===== config.mk =====
export PLATFORM = sky130hd
export DESIGN_NAME = pwr_clk_ctrl
export DESIGN_NICKNAME = d
export VERILOG_FILES = /design/src/rtl/pwr_clk_pkg.sv /design/src/rtl/pwr_clk_div.sv /design/src/rtl/pwr_clk_fsm.sv /design/src/rtl/pwr_clk_ctrl.sv
export SDC_FILE = /design/constraint.sdc
export NUM_CORES = 1
export LEC_CHECK = 0
export BUFFER_PORTS_ARGS = -buffer_cell sky130_fd_sc_hd__buf_2
export CAP_MARGIN = 20
export CORE_MARGIN = 5
export CORE_UTILIZATION = 35
export DETAILED_ROUTE_END_ITERATION = 7
export GPL_ROUTABILITY_DRIVEN = 0
export PLACE_DENSITY = 0.54
export SLEW_MARGIN = 10
export SYNTH_ARGS = -nofsm -noshare
export SYNTH_HDL_FRONTEND = slang
export SYNTH_SLANG_ARGS = --single-unit

===== constraint.sdc =====
create_clock -name clk -period 1.6 [get_ports clk]
set_input_delay 0.08 -clock clk [delete_from_list [all_inputs] [get_ports clk]]
set_output_delay 0.08 -clock clk [all_outputs]
set_load 0.01 [all_outputs]

===== src/rtl/pwr_clk_pkg.sv =====
package pwr_clk_pkg;

  typedef enum logic [1:0] {
    ST_ACT   = 2'd0,
    ST_WAIT  = 2'd1,
    ST_AHALT = 2'd2,
    ST_HALT  = 2'd3
  } pstate_t;

  localparam logic [2:0] MODE_RUN   = 3'd0;
  localparam logic [2:0] MODE_SLOW  = 3'd1;
  localparam logic [2:0] MODE_WAIT  = 3'd2;
  localparam logic [2:0] MODE_SWAIT = 3'd3;
  localparam logic [2:0] MODE_AHALT = 3'd4;
  localparam logic [2:0] MODE_HALT  = 3'd5;

endpackage


===== src/rtl/pwr_clk_div.sv =====
module pwr_clk_div #(
  parameter int RATIO_W = 2
) (
  input  logic               clk,
  input  logic               rst_n,
  input  logic               run,
  input  logic               ctl_wr,
  input  logic               ctl_slow,
  input  logic [RATIO_W-1:0] ctl_ratio,
  output logic               tick,
  output logic               slow_act
);
  // Largest period is 2^(2^RATIO_W); its terminal count needs 2^RATIO_W bits.
  localparam int CNT_W = 1 << RATIO_W;

  logic [CNT_W-1:0]   cnt_q, cnt_d;
  logic               pend_slow_q, act_slow_q;
  logic [RATIO_W-1:0] pend_ratio_q, act_ratio_q;
  logic [RATIO_W:0]   shift_amt;
  logic [CNT_W:0]     period;
  logic [CNT_W-1:0]   last_cnt;

  always_comb begin
    shift_amt = {1'b0, act_ratio_q} + (RATIO_W+1)'(1);
    period    = (CNT_W+1)'(1) << shift_amt;
    last_cnt  = act_slow_q ? CNT_W'(period - (CNT_W+1)'(1)) : '0;
    tick      = run && (cnt_q == last_cnt);
    if (!run || tick) cnt_d = '0;
    else              cnt_d = cnt_q + CNT_W'(1);
  end

  always_ff @(posedge clk or negedge rst_n) begin
    if (!rst_n) cnt_q <= '0;
    else        cnt_q <= cnt_d;
  end

  // Software-visible shadow of the control fields.
  always_ff @(posedge clk or negedge rst_n) begin
    if (!rst_n) begin
      pend_slow_q  <= 1'b0;
      pend_ratio_q <= '0;
    end else if (ctl_wr) begin
      pend_slow_q  <= ctl_slow;
      pend_ratio_q <= ctl_ratio;
    end
  end

  // Active setting changes only on a period boundary.
  always_ff @(posedge clk or negedge rst_n) begin
    if (!rst_n) begin
      act_slow_q  <= 1'b0;
      act_ratio_q <= '0;
    end else if (tick) begin
      act_slow_q  <= ctl_wr ? ctl_slow  : pend_slow_q;
      act_ratio_q <= ctl_wr ? ctl_ratio : pend_ratio_q;
    end
  end

  assign slow_act = act_slow_q;

endmodule


===== src/rtl/pwr_clk_fsm.sv =====
module pwr_clk_fsm
  import pwr_clk_pkg::*;
(
  input  logic    clk,
  input  logic    rst_n,
  input  logic    wait_req,
  input  logic    halt_req,
  input  logic    osc_keep,
  input  logic    irq_any,
  input  logic    irq_ext,
  output pstate_t state
);
  pstate_t state_q, state_d;
  logic    wake;

  always_comb begin
    wake    = irq_any | irq_ext;
    state_d = state_q;
    unique case (state_q)
      ST_ACT: begin
        if (halt_req)      state_d = osc_keep ? ST_AHALT : ST_HALT;
        else if (wait_req) state_d = ST_WAIT;
      end
      ST_WAIT:  if (wake)    state_d = ST_ACT;
      ST_AHALT: if (wake)    state_d = ST_ACT;
      ST_HALT:  if (irq_ext) state_d = ST_ACT;
      default:               state_d = ST_ACT;
    endcase
  end

  always_ff @(posedge clk or negedge rst_n) begin
    if (!rst_n) state_q <= ST_ACT;
    else        state_q <= state_d;
  end

  assign state = state_q;

endmodule


===== src/rtl/pwr_clk_ctrl.sv =====
module pwr_clk_ctrl
  import pwr_clk_pkg::*;
#(
  parameter int RATIO_W = 2,
  parameter int SYNC_STAGES = 2
) (
  input  logic               clk,
  input  logic               rst_n,
  input  logic               ctl_wr,
  input  logic               ctl_slow,
  input  logic [RATIO_W-1:0] ctl_ratio,
  input  logic               wait_req,
  input  logic               halt_req,
  input  logic               osc_keep,
  input  logic               irq_any,
  input  logic               irq_ext,
  output logic               cpu_ce,
  output logic               per_ce,
  output logic               wkt_ce,
  output logic [2:0]         mode
);
  logic [SYNC_STAGES-1:0] rst_sync_q;
  logic                   rst_int_n;
  pstate_t                state;
  logic                   tick, slow_act, run;

  // Reset asserts at once and releases after SYNC_STAGES clock edges.
  always_ff @(posedge clk or negedge rst_n) begin
    if (!rst_n) rst_sync_q <= '0;
    else        rst_sync_q <= {rst_sync_q[SYNC_STAGES-2:0], 1'b1};
  end
  assign rst_int_n = rst_sync_q[SYNC_STAGES-1];

  pwr_clk_fsm u_fsm (
    .clk      (clk),
    .rst_n    (rst_int_n),
    .wait_req (wait_req),
    .halt_req (halt_req),
    .osc_keep (osc_keep),
    .irq_any  (irq_any),
    .irq_ext  (irq_ext),
    .state    (state)
  );

  assign run = (state != ST_HALT);

  pwr_clk_div #(.RATIO_W(RATIO_W)) u_div (
    .clk       (clk),
    .rst_n     (rst_int_n),
    .run       (run),
    .ctl_wr    (ctl_wr),
    .ctl_slow  (ctl_slow),
    .ctl_ratio (ctl_ratio),
    .tick      (tick),
    .slow_act  (slow_act)
  );

  always_comb begin
    cpu_ce = tick && (state == ST_ACT);
    per_ce = tick && (state == ST_ACT || state == ST_WAIT);
    wkt_ce = tick && (state == ST_AHALT);
    unique case (state)
      ST_ACT:   mode = slow_act ? MODE_SLOW  : MODE_RUN;
      ST_WAIT:  mode = slow_act ? MODE_SWAIT : MODE_WAIT;
      ST_AHALT: mode = MODE_AHALT;
      default:  mode = MODE_HALT;
    endcase
  end

endmodule


==> impl_metrics.ini <==
[global_route]
grt_max_degree = 13
gr-total-overflow = 0
grt_pass1_vias = 667
grt.total_usage_pct = 11.0
grt_pass1_wl_microns = 2770
antenna_found_initial = 0

[clock_network]
cts_tree = built
clock_sinks = 14
clkTransAtPathRegs_ns = 0.08
ctsLongestPathBuffers = 2
cts_max_level = 1
clk_latency_ns = 0.27
numCtsBuffers = 3
cts_root_buffer = clkbuf_4

[timing]
clock.fmax_mhz = 581
setup_slack_ns = -0.120
hold_ws_ns = 0.0466
finalClockSkew_ns = 0.00175
hold_viol = 0
fin_crit_ns = 1.72
rsz0062_at_grt = true
finalSetupViolations = 6
period_share_pct = 108
maxSlewViolCount = 0

[logic_synthesis]
synth_area_leaders = dfrtp_1, ha_1, mux2_2
synth_top_family_by_area = compound AO/OA/AOI/OAI gates
synth_area_leader_cell = dfrtp_1
synth.avg_cell_area_sq_um = 11.4
synth_xor_area_share_pct = 2.28
synth-simple-area-share_pct = 12.2
synth_seq_cells = 14
synth.yosys.seq_area_share_pct = 45.7
synth_adder_area_share_pct = 11.4
synth_top_area_share_pct = 45.7
netlist_instances = 67
ys_types = 26
synth_compound_area_share_pct = 16.6
yosys_warnings = 0
synth_nets = 85
synth_area_sq_um = 767
muxShareOfSynthArea_pct = 8.81

[cells_and_area]
drive_above_1_share_pct = 52.5
fill_cells = 200
nNetsFinal = 118
fin_area_sq_um = 1070
n_antenna_cell = 0
syn2layout_area_growth_pct = 39.3
post-route-util_pct = 49.7

[detailed_routing]
post-route-drc-count = 0
vias_per_cell = 4.65
drt-initial-drc-count = 1
wl_microns = 1520
drtAntennaViolNets = 0
detail_route.first_pass.iterations = 3
via_count = 591
post_drt_wl_per_cell_microns = 12.0

[die]
rows = 17
die_area_sq_um = 3230
start_util_pct = 35.7
io_pins = 17
fp.dieH_microns = 56.8
die_x_microns = 56.8
core-area_sq_um = 2150

[power]
ir_drop_mv = 0.777
p_leak_nw = 0.525
p_per_area_nw_per_um2 = 1790

[setup_path]
rr_startpoint = u_div.slow_act
cp_cell_sequence = nand2_1 -> o221ai_2 -> a221oi_4 -> and2_4 -> buf_6
cp-start-kind = flip-flop
worstPathArrival_ns = 1.64
end_kind = output pin
cp_slowest_cell = dfrtp_2
cp.required_ns = 1.52
cpPeakStageDelay_ns = 0.47
crit_start = u_div.slow_act
r2r.worst_path.cells = 5
crit_type = flip-flop to output pin
path_max_fanout = 6

[worst_hold_path]
hold_path_startpoint = ctl_ratio[0]
hold_depth = 2
hp-class = input pin to flip-flop

[placement]
port_buffers = 16
hpwl_microns = 1160
postPlaceCellArea_sq_um = 935

[status]
status = finished with violations
violations = setup timing

[run]
maxCapViolations = 0
## registers in the layout (all words and copies together), names as in the netlist
signal,cells
u_div.pend_slow_q,1
u_div.pend_ratio_q,2
u_div.slow_act,1
rst_sync_q,2
u_div.act_ratio_q,2
u_div.cnt_q,4
u_fsm.state,2
## stage by stage
step	instances	worst slack (ns)	power (mW)	setup TNS (ns)
after CTS	127	-0.108	1.88	-0.465
after global placement	118	-0.0112	1.46	-0.0112
after global routing	127	-0.198	2.09	-0.994
after detailed placement	118	-0.0643	1.47	-0.158
final	127	-0.120	1.92	-0.570
after floorplan	67	0.0580	1.16	0
## layout by cell type (no fill, tap or decap), drive strengths merged
| cell | synthesis | layout |
|---|---|---|
| o21ai | 3 | 3 |
| o21bai | 1 | 1 |
| inv | 5 | 5 |
| and3b | 1 | 1 |
| dfrtp | 14 | 14 |
| buf | 0 | 27 |
| a211oi | 4 | 4 |
| xnor2 | 2 | 2 |
| nand3 | 1 | 1 |
| mux2 | 6 | 6 |
| a31o | 1 | 1 |
| ha | 7 | 7 |
| a21oi | 2 | 2 |
| nor2 | 3 | 3 |
| o221ai | 1 | 1 |
| a221oi | 1 | 1 |
| conb | 1 | 1 |
| dlygate4sd3 | 0 | 1 |
| o21a | 1 | 1 |
| nor2b | 1 | 1 |
| and2 | 2 | 2 |
| clkbuf | 0 | 4 |
| nor3 | 1 | 1 |
| and3 | 1 | 1 |
| or2 | 1 | 1 |
| nand2 | 6 | 6 |
| a41o | 1 | 1 |
## final cells by class
class / count / area, sq um / area share, %
Inverter: 5 / 18.8 / 1.76
Sequential cell: 14 / 352 / 32.9
Timing Repair Buffer: 28 / 191 / 17.9
Tap cell: 28 / 35.0 / 3.28
Multi-Input combinational cell: 48 / 435 / 40.7
Clock buffer: 4 / 36.3 / 3.40
## cells by family (layout without fill, tap and decap cells)
group                      count (synthesis)  after routing
buffers and inverters                      5             37
AOI/OAI and AO/OA                         15             15
and+or+nand+nor                           17             17
adders and majority gates                  7              7
other                                      1              1
xor gates and xnor gates                   2              2
muxes                                      6              6
DFF                                       14             14
## path summary, 6_finish.rpt
| kind | to | slack, ns |
|---|---|---|
| worst max-delay path | cpu_ce | -0.12 |
| worst min-delay path | u_div.pend_ratio_q[0] | 0.05 |
| worst max register to register | u_div.act_ratio_q[0] | -0.09 |
| worst min register to register | u_div.act_ratio_q[0] | 0.20 |
| max in group asynchronous | u_div.slow_act | 1.04 |
| min in group asynchronous | rst_sync_q[0] | 0.10 |
## cells in the mapped netlist
library cell,instances
o21bai_1,1
inv_1,5
or2_2,1
mux2_2,4
nor3_1,1
o21ai_2,1
conb_1,1
nand2_1,6
and3_2,1
o21ai_0,2
a21oi_1,2
mux2_1,2
a221oi_4,1
a31o_2,1
ha_1,7
a211oi_1,4
dfrtp_1,14
nand3_2,1
xnor2_1,2
and2_2,2
and3b_2,1
a41o_1,1
nor2b_1,1
o221ai_1,1
o21a_1,1
nor2_1,3
## repair_timing
action,4_1_cts,5_1_grt
pin swaps,5,1
resized for setup,12,5
hold endpoints to repair,2,0
setup endpoints to repair,6,9
setup buffers,4,0
hold buffers,1,0
## report_power, final
| group | internal, mW | switching (mW) |
|---|---|---|
| Combinational | 0.562 | 0.473 |
| Clock | 0.138 | 0.112 |
| Sequential | 0.479 | 0.151 |
## metal layers
metal / track usage [%] / vias to the layer above / routed length [microns]
li1: - / 300 / -
met1: 12.7 / 270 / 692
met2: 17.5 / 17 / 724
met3: 3.22 / 4 / 66
met4: 7.28 / 0 / 40
met5: 0 / - / 0
## critical path: cells and delay by family (launching register included)
family	cells	cell delay (ns)
buffers and inverters	1	0.09
DFF	1	0.47
and+or+nand+nor	2	0.31
AOI/OAI and AO/OA	2	0.49
(Power assumes the default switching activity.)
